===== config.mk =====
export PLATFORM = sky130hd
export DESIGN_NAME = multi_dma
export DESIGN_NICKNAME = d
export VERILOG_FILES = /design/src/rtl/dma_pkg.sv /design/src/rtl/dma_chan.sv /design/src/rtl/dma_rr_arb.sv /design/src/rtl/dma_mover.sv /design/src/rtl/multi_dma.sv
export SDC_FILE = /design/constraint.sdc
export NUM_CORES = 1
export LEC_CHECK = 0
export BUFFER_PORTS_ARGS = -buffer_cell sky130_fd_sc_hd__clkbuf_2
export CAP_MARGIN = 20
export CORE_UTILIZATION = 50
export CTS_BUF_LIST = sky130_fd_sc_hd__clkbuf_16
export CTS_CLUSTER_SIZE = 16
export DETAILED_ROUTE_END_ITERATION = 10
export HOLD_SLACK_MARGIN = 0.03
export PLACE_DENSITY = 0.69
export SLEW_MARGIN = 25
export SYNTH_ARGS = -nofsm -noshare
export SYNTH_HDL_FRONTEND = slang
export SYNTH_SLANG_ARGS = --single-unit

===== constraint.sdc =====
create_clock -name clk -period 5.1 [get_ports clk]
set_clock_uncertainty 0.05 [all_clocks]
set_input_delay 1.02 -clock clk [delete_from_list [all_inputs] [get_ports clk]]
set_output_delay 1.02 -clock clk [all_outputs]
set_load 0.03 [all_outputs]

===== src/rtl/dma_pkg.sv =====
package dma_pkg;
  typedef enum logic [1:0] {
    CH_IDLE = 2'd0,
    CH_FILL = 2'd1,
    CH_MOVE = 2'd2,
    CH_DONE = 2'd3
  } ch_state_e;

  typedef enum logic [1:0] {
    EN_IDLE = 2'd0,
    EN_BUS  = 2'd1,
    EN_WORD = 2'd2
  } eng_state_e;
endpackage


===== src/rtl/dma_chan.sv =====
module dma_chan
  import dma_pkg::*;
#(
  parameter int AW = 16,
  parameter int CW = 8,
  parameter int PW = 2
) (
  input  logic          clk,
  input  logic          rst_n,
  input  logic          wr_i,
  input  logic          dir_i,
  input  logic          block_i,
  input  logic [PW-1:0] port_i,
  input  logic [CW-1:0] cnt_i,
  input  logic [AW-1:0] addr_i,
  input  logic          clr_i,
  input  logic          fill_done_i,
  input  logic          word_ack_i,
  output ch_state_e     state_o,
  output logic [PW-1:0] port_o,
  output logic [AW-1:0] addr_o,
  output logic          dir_o,
  output logic          block_o,
  output logic          last_o
);
  ch_state_e     state_q, state_d;
  logic [PW-1:0] port_q, port_d;
  logic [AW-1:0] addr_q, addr_d;
  logic [CW-1:0] cnt_q, cnt_d;
  logic          dir_q, dir_d, block_q, block_d;
  logic          accept, data_en;

  assign accept  = wr_i && (state_q == CH_IDLE || state_q == CH_DONE);
  assign data_en = accept || word_ack_i;

  always_comb begin
    state_d = state_q;
    port_d  = port_q;
    addr_d  = addr_q;
    cnt_d   = cnt_q;
    dir_d   = dir_q;
    block_d = block_q;
    case (state_q)
      CH_IDLE, CH_DONE: begin
        if (accept) begin
          port_d  = port_i;
          addr_d  = addr_i;
          cnt_d   = cnt_i;
          dir_d   = dir_i;
          block_d = block_i;
          state_d = (cnt_i == '0) ? CH_DONE : CH_FILL;
        end else if (state_q == CH_DONE && clr_i) begin
          state_d = CH_IDLE;
        end
      end
      CH_FILL: if (fill_done_i) state_d = CH_MOVE;
      CH_MOVE: begin
        if (word_ack_i) begin
          addr_d = addr_q + AW'(1);
          cnt_d  = cnt_q - CW'(1);
          if (cnt_q == CW'(1)) state_d = CH_DONE;
        end
      end
      default: state_d = CH_IDLE;
    endcase
  end

  always_ff @(posedge clk or negedge rst_n) begin
    if (!rst_n) begin
      state_q <= CH_IDLE;
      port_q  <= '0;
      addr_q  <= '0;
      cnt_q   <= '0;
      dir_q   <= 1'b0;
      block_q <= 1'b0;
    end else begin
      state_q <= state_d;
      if (data_en) begin
        port_q  <= port_d;
        addr_q  <= addr_d;
        cnt_q   <= cnt_d;
        dir_q   <= dir_d;
        block_q <= block_d;
      end
    end
  end

  assign state_o = state_q;
  assign port_o  = port_q;
  assign addr_o  = addr_q;
  assign dir_o   = dir_q;
  assign block_o = block_q;
  assign last_o  = (cnt_q == CW'(1));

  assert_zero_done_R5: assert property (@(posedge clk) disable iff (!rst_n)
    (accept && cnt_i == '0) |=> (state_q == CH_DONE));
  assert_busy_ignore_R9: assert property (@(posedge clk) disable iff (!rst_n)
    (wr_i && state_q == CH_FILL) |=> ($stable(addr_q) && $stable(cnt_q) && $stable(port_q)));
  assert_ack_in_move_R3: assert property (@(posedge clk) disable iff (!rst_n)
    word_ack_i |-> (state_q == CH_MOVE));
  assert_last_done_R4: assert property (@(posedge clk) disable iff (!rst_n)
    (word_ack_i && last_o) |=> (state_q == CH_DONE));
endmodule


===== src/rtl/dma_rr_arb.sv =====
module dma_rr_arb #(
  parameter int N  = 4,
  parameter int IW = 2
) (
  input  logic          clk,
  input  logic          rst_n,
  input  logic [N-1:0]  req_i,
  input  logic          take_i,
  output logic          valid_o,
  output logic [IW-1:0] idx_o
);
  logic [IW-1:0] ptr_q;

  always_comb begin
    valid_o = 1'b0;
    idx_o   = '0;
    for (int k = 1; k <= N; k++) begin
      if (!valid_o && req_i[(int'(ptr_q) + k) % N]) begin
        valid_o = 1'b1;
        idx_o   = IW'((int'(ptr_q) + k) % N);
      end
    end
  end

  always_ff @(posedge clk or negedge rst_n) begin
    if (!rst_n) ptr_q <= IW'(N - 1);
    else if (take_i) ptr_q <= idx_o;
  end

  assert_pick_active_R8: assert property (@(posedge clk) disable iff (!rst_n)
    take_i |-> (valid_o && req_i[idx_o]));
  assert_ptr_follows_R8: assert property (@(posedge clk) disable iff (!rst_n)
    take_i |=> (ptr_q == $past(idx_o)));
endmodule


===== src/rtl/dma_mover.sv =====
module dma_mover
  import dma_pkg::*;
#(
  parameter int IW = 2
) (
  input  logic          clk,
  input  logic          rst_n,
  input  logic          sel_valid_i,
  input  logic [IW-1:0] sel_idx_i,
  input  logic          block_i,
  input  logic          last_i,
  input  logic          gnt_i,
  input  logic          ack_i,
  output logic          take_o,
  output logic [IW-1:0] cur_o,
  output logic          bus_req_o,
  output logic          word_req_o,
  output logic          word_done_o
);
  eng_state_e    state_q, state_d;
  logic [IW-1:0] cur_q, cur_d;

  always_comb begin
    state_d = state_q;
    cur_d   = cur_q;
    take_o  = 1'b0;
    case (state_q)
      EN_IDLE: begin
        if (sel_valid_i) begin
          take_o  = 1'b1;
          cur_d   = sel_idx_i;
          state_d = EN_BUS;
        end
      end
      EN_BUS:  if (gnt_i) state_d = EN_WORD;
      EN_WORD: if (ack_i && (last_i || !block_i)) state_d = EN_IDLE;
      default: state_d = EN_IDLE;
    endcase
  end

  always_ff @(posedge clk or negedge rst_n) begin
    if (!rst_n) begin
      state_q <= EN_IDLE;
      cur_q   <= '0;
    end else begin
      state_q <= state_d;
      if (take_o) cur_q <= cur_d;
    end
  end

  assign cur_o       = cur_q;
  assign bus_req_o   = (state_q != EN_IDLE);
  assign word_req_o  = (state_q == EN_WORD);
  assign word_done_o = word_req_o && ack_i;

  assert_steal_release_R6: assert property (@(posedge clk) disable iff (!rst_n)
    (word_done_o && !block_i) |=> !bus_req_o);
  assert_block_hold_R7: assert property (@(posedge clk) disable iff (!rst_n)
    (word_done_o && block_i && !last_i) |=> (bus_req_o && word_req_o));
  assert_wait_grant_R11: assert property (@(posedge clk) disable iff (!rst_n)
    (bus_req_o && !word_req_o && !gnt_i) |=> !word_req_o);
endmodule


===== src/rtl/multi_dma.sv =====
module multi_dma
  import dma_pkg::*;
#(
  parameter int NCH  = 4,
  parameter int NDEV = 4,
  parameter int AW   = 16,
  parameter int CW   = 8,
  localparam int CHW = (NCH > 1) ? $clog2(NCH) : 1,
  localparam int PW  = (NDEV > 1) ? $clog2(NDEV) : 1
) (
  input  logic             clk,
  input  logic             rst_n,
  input  logic             cfg_we_i,
  input  logic [CHW-1:0]   cfg_ch_i,
  input  logic             cfg_dir_i,
  input  logic             cfg_block_i,
  input  logic [PW-1:0]    cfg_port_i,
  input  logic [CW-1:0]    cfg_cnt_i,
  input  logic [AW-1:0]    cfg_addr_i,
  input  logic [NCH-1:0]   irq_clr_i,
  output logic [2*NCH-1:0] status_o,
  output logic [NCH-1:0]   irq_o,
  output logic [NDEV-1:0]  fill_req_o,
  input  logic [NDEV-1:0]  fill_done_i,
  output logic             bus_req_o,
  input  logic             bus_gnt_i,
  output logic [NDEV-1:0]  xfer_req_o,
  input  logic [NDEV-1:0]  dev_ack_i,
  output logic [AW-1:0]    mem_addr_o,
  output logic             mem_dir_o
);
  logic rst_meta, rst_s;
  always_ff @(posedge clk or negedge rst_n) begin
    if (!rst_n) {rst_s, rst_meta} <= 2'b00;
    else        {rst_s, rst_meta} <= {rst_meta, 1'b1};
  end

  ch_state_e     st_w    [NCH];
  logic [PW-1:0] port_w  [NCH];
  logic [AW-1:0] addr_w  [NCH];
  logic          dir_w   [NCH];
  logic          block_w [NCH];
  logic          last_w  [NCH];
  logic [NCH-1:0] move_vec, done_vec;
  logic           sel_valid, take, word_req, word_done;
  logic [CHW-1:0] sel_idx, cur;
  logic [PW-1:0]  cur_port;

  for (genvar g = 0; g < NCH; g++) begin : g_ch
    dma_chan #(.AW(AW), .CW(CW), .PW(PW)) i_chan (
      .clk        (clk),
      .rst_n      (rst_s),
      .wr_i       (cfg_we_i && cfg_ch_i == CHW'(g)),
      .dir_i      (cfg_dir_i),
      .block_i    (cfg_block_i),
      .port_i     (cfg_port_i),
      .cnt_i      (cfg_cnt_i),
      .addr_i     (cfg_addr_i),
      .clr_i      (irq_clr_i[g]),
      .fill_done_i(fill_done_i[port_w[g]]),
      .word_ack_i (word_done && cur == CHW'(g)),
      .state_o    (st_w[g]),
      .port_o     (port_w[g]),
      .addr_o     (addr_w[g]),
      .dir_o      (dir_w[g]),
      .block_o    (block_w[g]),
      .last_o     (last_w[g])
    );
    assign status_o[2*g +: 2] = st_w[g];
    assign move_vec[g]        = (st_w[g] == CH_MOVE);
    assign done_vec[g]        = (st_w[g] == CH_DONE);
  end

  assign irq_o = done_vec;

  always_comb begin
    fill_req_o = '0;
    for (int c = 0; c < NCH; c++) begin
      if (st_w[c] == CH_FILL) fill_req_o[port_w[c]] = 1'b1;
    end
  end

  dma_rr_arb #(.N(NCH), .IW(CHW)) i_arb (
    .clk    (clk),
    .rst_n  (rst_s),
    .req_i  (move_vec),
    .take_i (take),
    .valid_o(sel_valid),
    .idx_o  (sel_idx)
  );

  assign cur_port = port_w[cur];

  dma_mover #(.IW(CHW)) i_mover (
    .clk        (clk),
    .rst_n      (rst_s),
    .sel_valid_i(sel_valid),
    .sel_idx_i  (sel_idx),
    .block_i    (block_w[cur]),
    .last_i     (last_w[cur]),
    .gnt_i      (bus_gnt_i),
    .ack_i      (dev_ack_i[cur_port]),
    .take_o     (take),
    .cur_o      (cur),
    .bus_req_o  (bus_req_o),
    .word_req_o (word_req),
    .word_done_o(word_done)
  );

  assign xfer_req_o = word_req ? (NDEV'(1) << cur_port) : '0;
  assign mem_addr_o = addr_w[cur];
  assign mem_dir_o  = dir_w[cur];

  assert_one_word_R3: assert property (@(posedge clk) disable iff (!rst_s)
    $onehot0(xfer_req_o));
  assert_word_needs_bus_R11: assert property (@(posedge clk) disable iff (!rst_s)
    (|xfer_req_o) |-> bus_req_o);
  assert_serve_moving_R8: assert property (@(posedge clk) disable iff (!rst_s)
    word_req |-> move_vec[cur]);
endmodule


## After elaboration in Yosys (flattened, before gate mapping)

Cells that the tools add are included.

| word-level totals | value |
|---|---|
| register bits after elaboration | 128 |
| bits of input ports | 46 |
| output and inout bits | 38 |
| logic and storage cells | 297 |

| cells by class | value |
|---|---|
| add/sub/neg operators | 12 |
| order comparisons | 14 |
| equality and inequality tests | 47 |
| shift operators | 1 |
| muxes and demuxes | 113 |
| bitwise operators | 8 |
| reduce and logical (&&, ||, !) cells | 73 |

Operator list:

| cell | number |
|---|---|
| 16-bit two-way mux | 10 |
| 16-bit one-hot mux with 2 select lines | 4 |
| 16-bit by 1-bit adder with 16-bit output, second input constant | 4 |
| 8-bit two-way mux | 8 |
| 8-bit one-hot mux with 2 select lines | 4 |
| 2-bit two-way mux | 30 |
| 16-bit binary-select mux with 2-bit select | 1 |
| 8-bit by 1-bit == test with 1-bit output, second input constant | 4 |
| 4-bit AND reduction | 8 |
| 8-bit by 1-bit subtractor with 8-bit output, second input constant | 4 |
| 2-bit one-hot mux with 3 select lines | 5 |
| 1-bit two-way mux | 29 |
| 2-bit == test, second input constant | 13 |
| 1-bit logical AND | 25 |
| 1-bit binary-select mux with 2-bit select | 12 |
| 2-bit != test, second input constant | 11 |
| 4-bit two-way mux | 5 |
| 3-bit AND reduction | 6 |
| 3-bit by 4-bit < comparator with 1-bit output, second input constant | 4 |
| 2-bit by 1-bit != test with 1-bit output, second input constant | 8 |
| 2-bit OR reduction | 8 |
| 2-bit by 3-bit < comparator with 1-bit output, second input constant | 5 |
| 2-bit by 1-bit == test with 1-bit output, second input constant | 7 |
| 2-bit logical NOT | 7 |
| other kinds (15) | 46 |

## Logic depth before layout (Yosys ltp)

| logic depth | value |
|---|---|
| depth after elaboration | 19 |
| mapped depth | 10 |
| mapped depth without buffers | 8 |

## Cells and area by module

Synthesis repeated with hierarchy kept, for this count alone.

| second synthesis, totals | value |
|---|---|
| cell total of the unflattened synthesis | 939 |
| area, all modules | 8881.0 µm² |

By module, submodules not included:

| module | times used | cells each | area each (µm²) | sequential area each (µm²) |
|---|---|---|---|---|
| dma_chan | 4 | 204 | 1869.3 | 750.7 |
| multi_dma | 1 | 82 | 1002.2 | 50.0 |
| dma_mover | 1 | 17 | 210.2 | 100.1 |
| dma_rr_arb | 1 | 24 | 191.4 | 52.6 |

## Worst setup path after synthesis

Ideal clock, no wire load.

| path | value |
|---|---|
| kind | register -> output |
| start | reg i_mover.cur_q[0], in the netlist i_mover.cur_o[0] |
| end | out mem_addr_o[10] |
| data arrival time | 2155 ps |
| required time | 4030 ps |
| setup slack | 1875 ps |
| stages on the path, launching flop included | 5 |
| path buffers | 3 |
| cells stage by stage | dfrtp_1 > buf_6 > clkbuf_1 > clkbuf_1 > mux4_2 |

| on the way | value |
|---|---|
| longest elaborated chain between the ends | 4 |

RTL lines:

| what | RTL line | RTL |
|---|---|---|
| from (decl) | dma_mover.sv:21 | `logic [IW-1:0] cur_q, cur_d;` |
| from (signal assigned) | dma_mover.sv:47 | `if (take_o) cur_q <= cur_d;` |
| 2-bit NOT with 3-bit output (not written as such) | multi_dma.sv:111 | `assign mem_addr_o = addr_w[cur];` |
| 16-bit binary-select mux with 2-bit select | multi_dma.sv:111 |  |
| 16-bit two-way mux (not written as such) (2 in a row) | multi_dma.sv:111 |  |
| to (decl) | multi_dma.sv:29 | `output logic [AW-1:0] mem_addr_o,` |

No other way between the ends. The select of a mux whose other input is x is not followed.

## Worst setup path after layout

| path | value |
|---|---|
| start | reg i_mover.cur_q[0], in the netlist i_mover.cur_o[0] |
| end | reg g_ch[1].i_chan.addr_q[10] |

| on the way | value |
|---|---|
| longest elaborated chain between the ends | 10 |
| elaborated cells between the ends (all ways) | 12 |
| those cells by class | 2 x eq/ne; 5 x mux; 1 x bitwise; 4 x reduce/logical |

RTL lines:

| what | RTL line | RTL |
|---|---|---|
| 2-bit NOT with 3-bit output (not written as such) | multi_dma.sv:92 | `assign cur_port = port_w[cur];` |
| 2-bit binary-select mux with 2-bit select | multi_dma.sv:92 |  |
| 2-bit two-way mux (not written as such) (2 in a row) | multi_dma.sv:92 |  |
| 1-bit binary-select mux with 2-bit select | multi_dma.sv:102 | `.ack_i (dev_ack_i[cur_port]),` |
| 1-bit two-way mux (not written as such) | multi_dma.sv:102 |  |
| 1-bit logical AND | dma_mover.sv:54 | `assign word_done_o = word_req_o && ack_i;` |
| 1-bit logical AND (*) | multi_dma.sv:61 | `.word_ack_i (word_done && cur == CHW'(g)),` |
| 2-bit != test (no source line) or 1-bit logical OR (tied branches) | - |  |
| 4-bit AND reduction (no source line) (*) | - |  |
| to (signal assigned) | dma_chan.sv:80 | `addr_q <= addr_d;` |
| to (decl) | dma_chan.sv:28 | `logic [AW-1:0] addr_q, addr_d;` |

Every way passes the cells marked *; elsewhere a longest branch is shown, timed or not. The select of a mux whose other input is x is not followed.
A chain may end at the register's enable or synchronous reset.

==> report_table.html <==
<table>
<tr><th>Metric</th><th>Value</th></tr>
<tr><th colspan="2">Timing</th></tr>
<tr><td>Final cycle utilization of the critical path</td><td>67.7%</td></tr>
<tr><td>Relative slew slack</td><td>37.9%</td></tr>
<tr><td>Number of endpoints with negative hold slack in the final report</td><td>0</td></tr>
<tr><td>Slew at the pin closest to its max-slew limit</td><td>0.919 ns</td></tr>
<tr><td>Setup repair after global routing missed its margin</td><td>no</td></tr>
<tr><td>Clock period minus final worst setup slack</td><td>around 3.5 ns</td></tr>
<tr><td>Worst Setup Slack, final</td><td>1.65 ns</td></tr>
<tr><td>Worst hold slack after final layout</td><td>0.245 ns</td></tr>
<tr><td>Post-Route Setup TNS</td><td>0 ns</td></tr>
<tr><td>Final Setup Violations</td><td>0</td></tr>
<tr><td>Max Freq</td><td>just under 300 MHz</td></tr>
<tr><td>Count of final max-slew check failures</td><td>0</td></tr>
<tr><th colspan="2">Synth</th></tr>
<tr><td>Yosys top cell by area</td><td>dfrtp_1</td></tr>
<tr><td>Number of synthesized register bits</td><td>approximately 130</td></tr>
<tr><td>Async set or reset register ratio after synthesis</td><td>100%</td></tr>
<tr><td>Average cell area after synthesis</td><td>around 9 um^2</td></tr>
<tr><td>Warnings, synthesis</td><td>0</td></tr>
<tr><td>Share of the yosys chip area belonging to registers</td><td>36.0%</td></tr>
<tr><td>Cells after Synth</td><td>968</td></tr>
<tr><td>Mapped Nets</td><td>1,047</td></tr>
<tr><td>Most common flop cell mapped by yosys</td><td>dfrtp_1</td></tr>
<tr><td>Post-synthesis cell type count</td><td>76</td></tr>
<tr><td>Synthesized area</td><td>0.00890 mm^2</td></tr>
<tr><td>Top cell type's share of synthesized area</td><td>35.4%</td></tr>
<tr><td>Most frequent cells after synthesis</td><td>dfrtp_1 (126), nand2_1 (95), o21ai_0 (73)</td></tr>
<tr><td>Most instantiated library cell after synthesis</td><td>dfrtp_1</td></tr>
<tr><td>EDFF count, synth</td><td>0</td></tr>
<tr><td>Main area contributors after synthesis</td><td>dfrtp_1 (35%), mux4_2 (7.1%), ha_1 (4.6%)</td></tr>
<tr><th colspan="2">Final layout</th></tr>
<tr><td>Fraction of layout cells with a size suffix above 1</td><td>19.7%</td></tr>
<tr><td>Relative area change from synthesis to final layout</td><td>12.7%</td></tr>
<tr><td>Utilization after layout</td><td>57.8%</td></tr>
<tr><td>NumNets Final</td><td>around 1,100</td></tr>
<tr><td>Cell area after layout</td><td>0.0100 mm^2</td></tr>
<tr><td>Non-filler instance count after layout</td><td>1,272</td></tr>
<tr><td>Number of inserted diodes</td><td>0</td></tr>
<tr><th colspan="2">Setup path</th></tr>
<tr><td>Arr. time, crit path</td><td>3.71 ns</td></tr>
<tr><td>Cell type of the slowest stage on the worst timing path</td><td>mux4_2</td></tr>
<tr><td>Worst path max stage delay</td><td>between 0.6 and 0.7 ns</td></tr>
<tr><td>Max FO, Critical Path</td><td>13</td></tr>
<tr><td>Worst setup path class</td><td>flip-flop to flip-flop</td></tr>
<tr><td>Category of the worst setup path launch point</td><td>flip-flop</td></tr>
<tr><td>Capturing element type of the critical path</td><td>flip-flop</td></tr>
<tr><td>Cells along the critical path</td><td>mux4_2 -&gt; mux2_4 -&gt; a22oi_2 -&gt; buf_4 -&gt; o31a_1 -&gt; nor2b_1 -&gt; a221o_1</td></tr>
<tr><td>Required time at the worst-slack endpoint</td><td>roughly 5.4 ns</td></tr>
<tr><th colspan="2">Clock network</th></tr>
<tr><td>CTS sink cnt</td><td>128</td></tr>
<tr><td>Clock tree from TritonCTS</td><td>built</td></tr>
<tr><td>CTS resizes</td><td>0</td></tr>
<tr><td>Post-CTS Setup Repair Bufs</td><td>0</td></tr>
<tr><td>Clock transition at the registers of the reported paths</td><td>0.06 ns</td></tr>
<tr><td>Maximum clock path buffer count</td><td>2</td></tr>
<tr><td>Number of buffers added by the clock tree synthesis step</td><td>17</td></tr>
<tr><td>Cell at the root of the clock tree</td><td>clkbuf_16</td></tr>
<tr><td>H-tree level count</td><td>4</td></tr>
<tr><td>Clock latency at the later pin of the worst-skew pair</td><td>0.43 ns</td></tr>
<tr><td>Number of hold-repair buffers added at the cts stage</td><td>0</td></tr>
<tr><th colspan="2">Hold path</th></tr>
<tr><td>Worst Hold Class</td><td>flip-flop to asynchronous set/reset pin</td></tr>
<tr><th colspan="2">Route</th></tr>
<tr><td>Number of nets still failing antenna checks after routing</td><td>0</td></tr>
<tr><td>Pre-Repair DR Iteration Count</td><td>6</td></tr>
<tr><td>Vias</td><td>8,537</td></tr>
<tr><td>Final wirelength</td><td>28.3 mm</td></tr>
<tr><td>Mean number of vias per cell</td><td>6.71</td></tr>
<tr><td>Final routed DRC violation total</td><td>0</td></tr>
<tr><td>Iter 0 DRT Violations</td><td>approximately 1,100</td></tr>
<tr><td>Average wire length per cell after detail routing</td><td>22.3 um</td></tr>
<tr><th colspan="2">GRT</th></tr>
<tr><td>GRT Resource Usage Total</td><td>32.2%</td></tr>
<tr><td>Number of global-route vias before repair</td><td>7,820</td></tr>
<tr><td>Global-route wire length before repair</td><td>44.2 mm</td></tr>
<tr><td>Total overflow reported by the global router</td><td>0</td></tr>
<tr><td>Largest net degree at the start of global routing</td><td>51</td></tr>
<tr><td>Antenna violations before repair</td><td>0</td></tr>
<tr><th colspan="2">Job</th></tr>
<tr><td>Number of max-cap violations</td><td>0</td></tr>
<tr><th colspan="2">Place</th></tr>
<tr><td>HPWL after DPL</td><td>20.5 mm</td></tr>
<tr><td>Number of port buffers</td><td>83</td></tr>
<tr><td>Pre-CTS WS</td><td>1.54 ns</td></tr>
<tr><td>Total instance count after detailed placement</td><td>1,240</td></tr>
<tr><td>Cell area reported after detailed placement</td><td>approximately 0.0095 mm^2</td></tr>
<tr><td>Weighted congestion reported at the end of routability-driven placement</td><td>0.971</td></tr>
<tr><th colspan="2">Die</th></tr>
<tr><td>Chip Width</td><td>around 140 um</td></tr>
<tr><td>Placement row count</td><td>48</td></tr>
<tr><td>Number of top-level design ports</td><td>84</td></tr>
<tr><td>CORE AREA</td><td>0.0174 mm^2</td></tr>
<tr><td>Initial Util</td><td>51.3%</td></tr>
<tr><td>Area enclosed by the die boundary</td><td>0.0183 mm^2</td></tr>
<tr><td>Chip Height</td><td>135 um</td></tr>
<tr><th colspan="2">Power and ir drop</th></tr>
<tr><td>Power density cells</td><td>~700 mW/mm^2</td></tr>
<tr><td>Worst IR drop on VDD</td><td>605 uV</td></tr>
<tr><td>Final Total Pwr</td><td>7.04 mW</td></tr>
<tr><td>P_leak</td><td>4.22 nW</td></tr>
<tr><th colspan="2">Status</th></tr>
<tr><td>Outcome</td><td>finished, final reports clean</td></tr>
</table>
## final timing paths
check | start | to | slack [ns] | cells after the start
setup / recovery | i_mover.cur_o[0] | g_ch[1].i_chan.addr_o[10] | 1.65 | 7
hold / removal | rst_s | g_ch[2].i_chan.state_o[0] | 0.25 | 0
setup reg to reg | i_mover.cur_o[0] | g_ch[1].i_chan.addr_o[10] | 1.65 | 7
hold reg to reg | rst_s | g_ch[2].i_chan.state_o[0] | 0.25 | 0
max in group asynchronous | rst_s | g_ch[0].i_chan.addr_o[11] | 3.67 | 1
min in group clk | rst_meta | rst_s | 0.30 | 0
## report_power, final
group          internal (mW)  switching [mW]  leakage, nW
Clock                  0.698           0.458        0.290
Combinational           1.51            2.15         2.41
Sequential              1.50           0.733         1.52
## routing by layer
layer	vias up	track usage (%)	wire (um)
met4	0	17.7	1420
met5	-	0	0
li1	3840	-	-
met3	85	5.76	2490
met1	4134	43.3	11700
met2	478	49.1	12700
## cell type report
type | instances | area, um^2
fillers | 1561 | 7330
multi-input cells | 745 | 5300
flip-flops and latches | 128 | 3210
repair buffers | 99 | 536
clock buffers | 17 | 425
well taps | 225 | 282
inverters | 43 | 161
clock inverters | 15 | 114
## placed cells by master (no fill, tap or decap), types with 12 or more instances in the layout
cell type and instances:
inv_1 49, ha_1 33, clkbuf_2 83, dfrtp_1 125, o21ai_0 72, clkbuf_16 17
and3_1 23, buf_4 16, a21oi_1 63, nand4_1 14, nor2_1 48, mux4_2 28
a221o_1 13, nor3_1 35, nor2b_1 14, nand2b_1 15, a21o_1 12, nor4_1 14
nand2_1 95, o211ai_1 15, mux2_2 19, o22ai_1 15, o221a_2 19, nand3_1 43
mux2i_1 19
## flip-flops by register name, summed over array words and instances, names as in the netlist
register	count
g_ch.i_chan.addr_o	64
g_ch.i_chan.cnt_q	32
g_ch.i_chan.port_o	8
g_ch.i_chan.state_o	8
g_ch.i_chan.block_o	4
g_ch.i_chan.dir_o	4
i_arb.ptr_q	2
i_mover.cur_o	2
i_mover.state_q	2
rst_meta	1
rst_s	1
## cells by family (layout without fill, tap and decap cells)
kind of cell	after synthesis	after routing	share of synthesized area (%)
compound gates	293	293	22.5
simple gates	349	349	20.1
buf+inv	95	174	4.54
mux	68	68	12.0
other cells	1	1	0.0421
flops	128	128	36.0
fa+ha+maj	33	33	4.64
xor+xnor	1	1	0.0984
## worst max-delay path: cells and delay by family, from the launching register on
| kind | cells | cell delay (ns) |
|---|---|---|
| buf+inv | 1 | 0.29 |
| compound gates | 3 | 1.36 |
| mux | 2 | 1.03 |
| simple gates | 1 | 0.09 |
| flops | 1 | 0.52 |
Power figures use the tool's default switching activity.
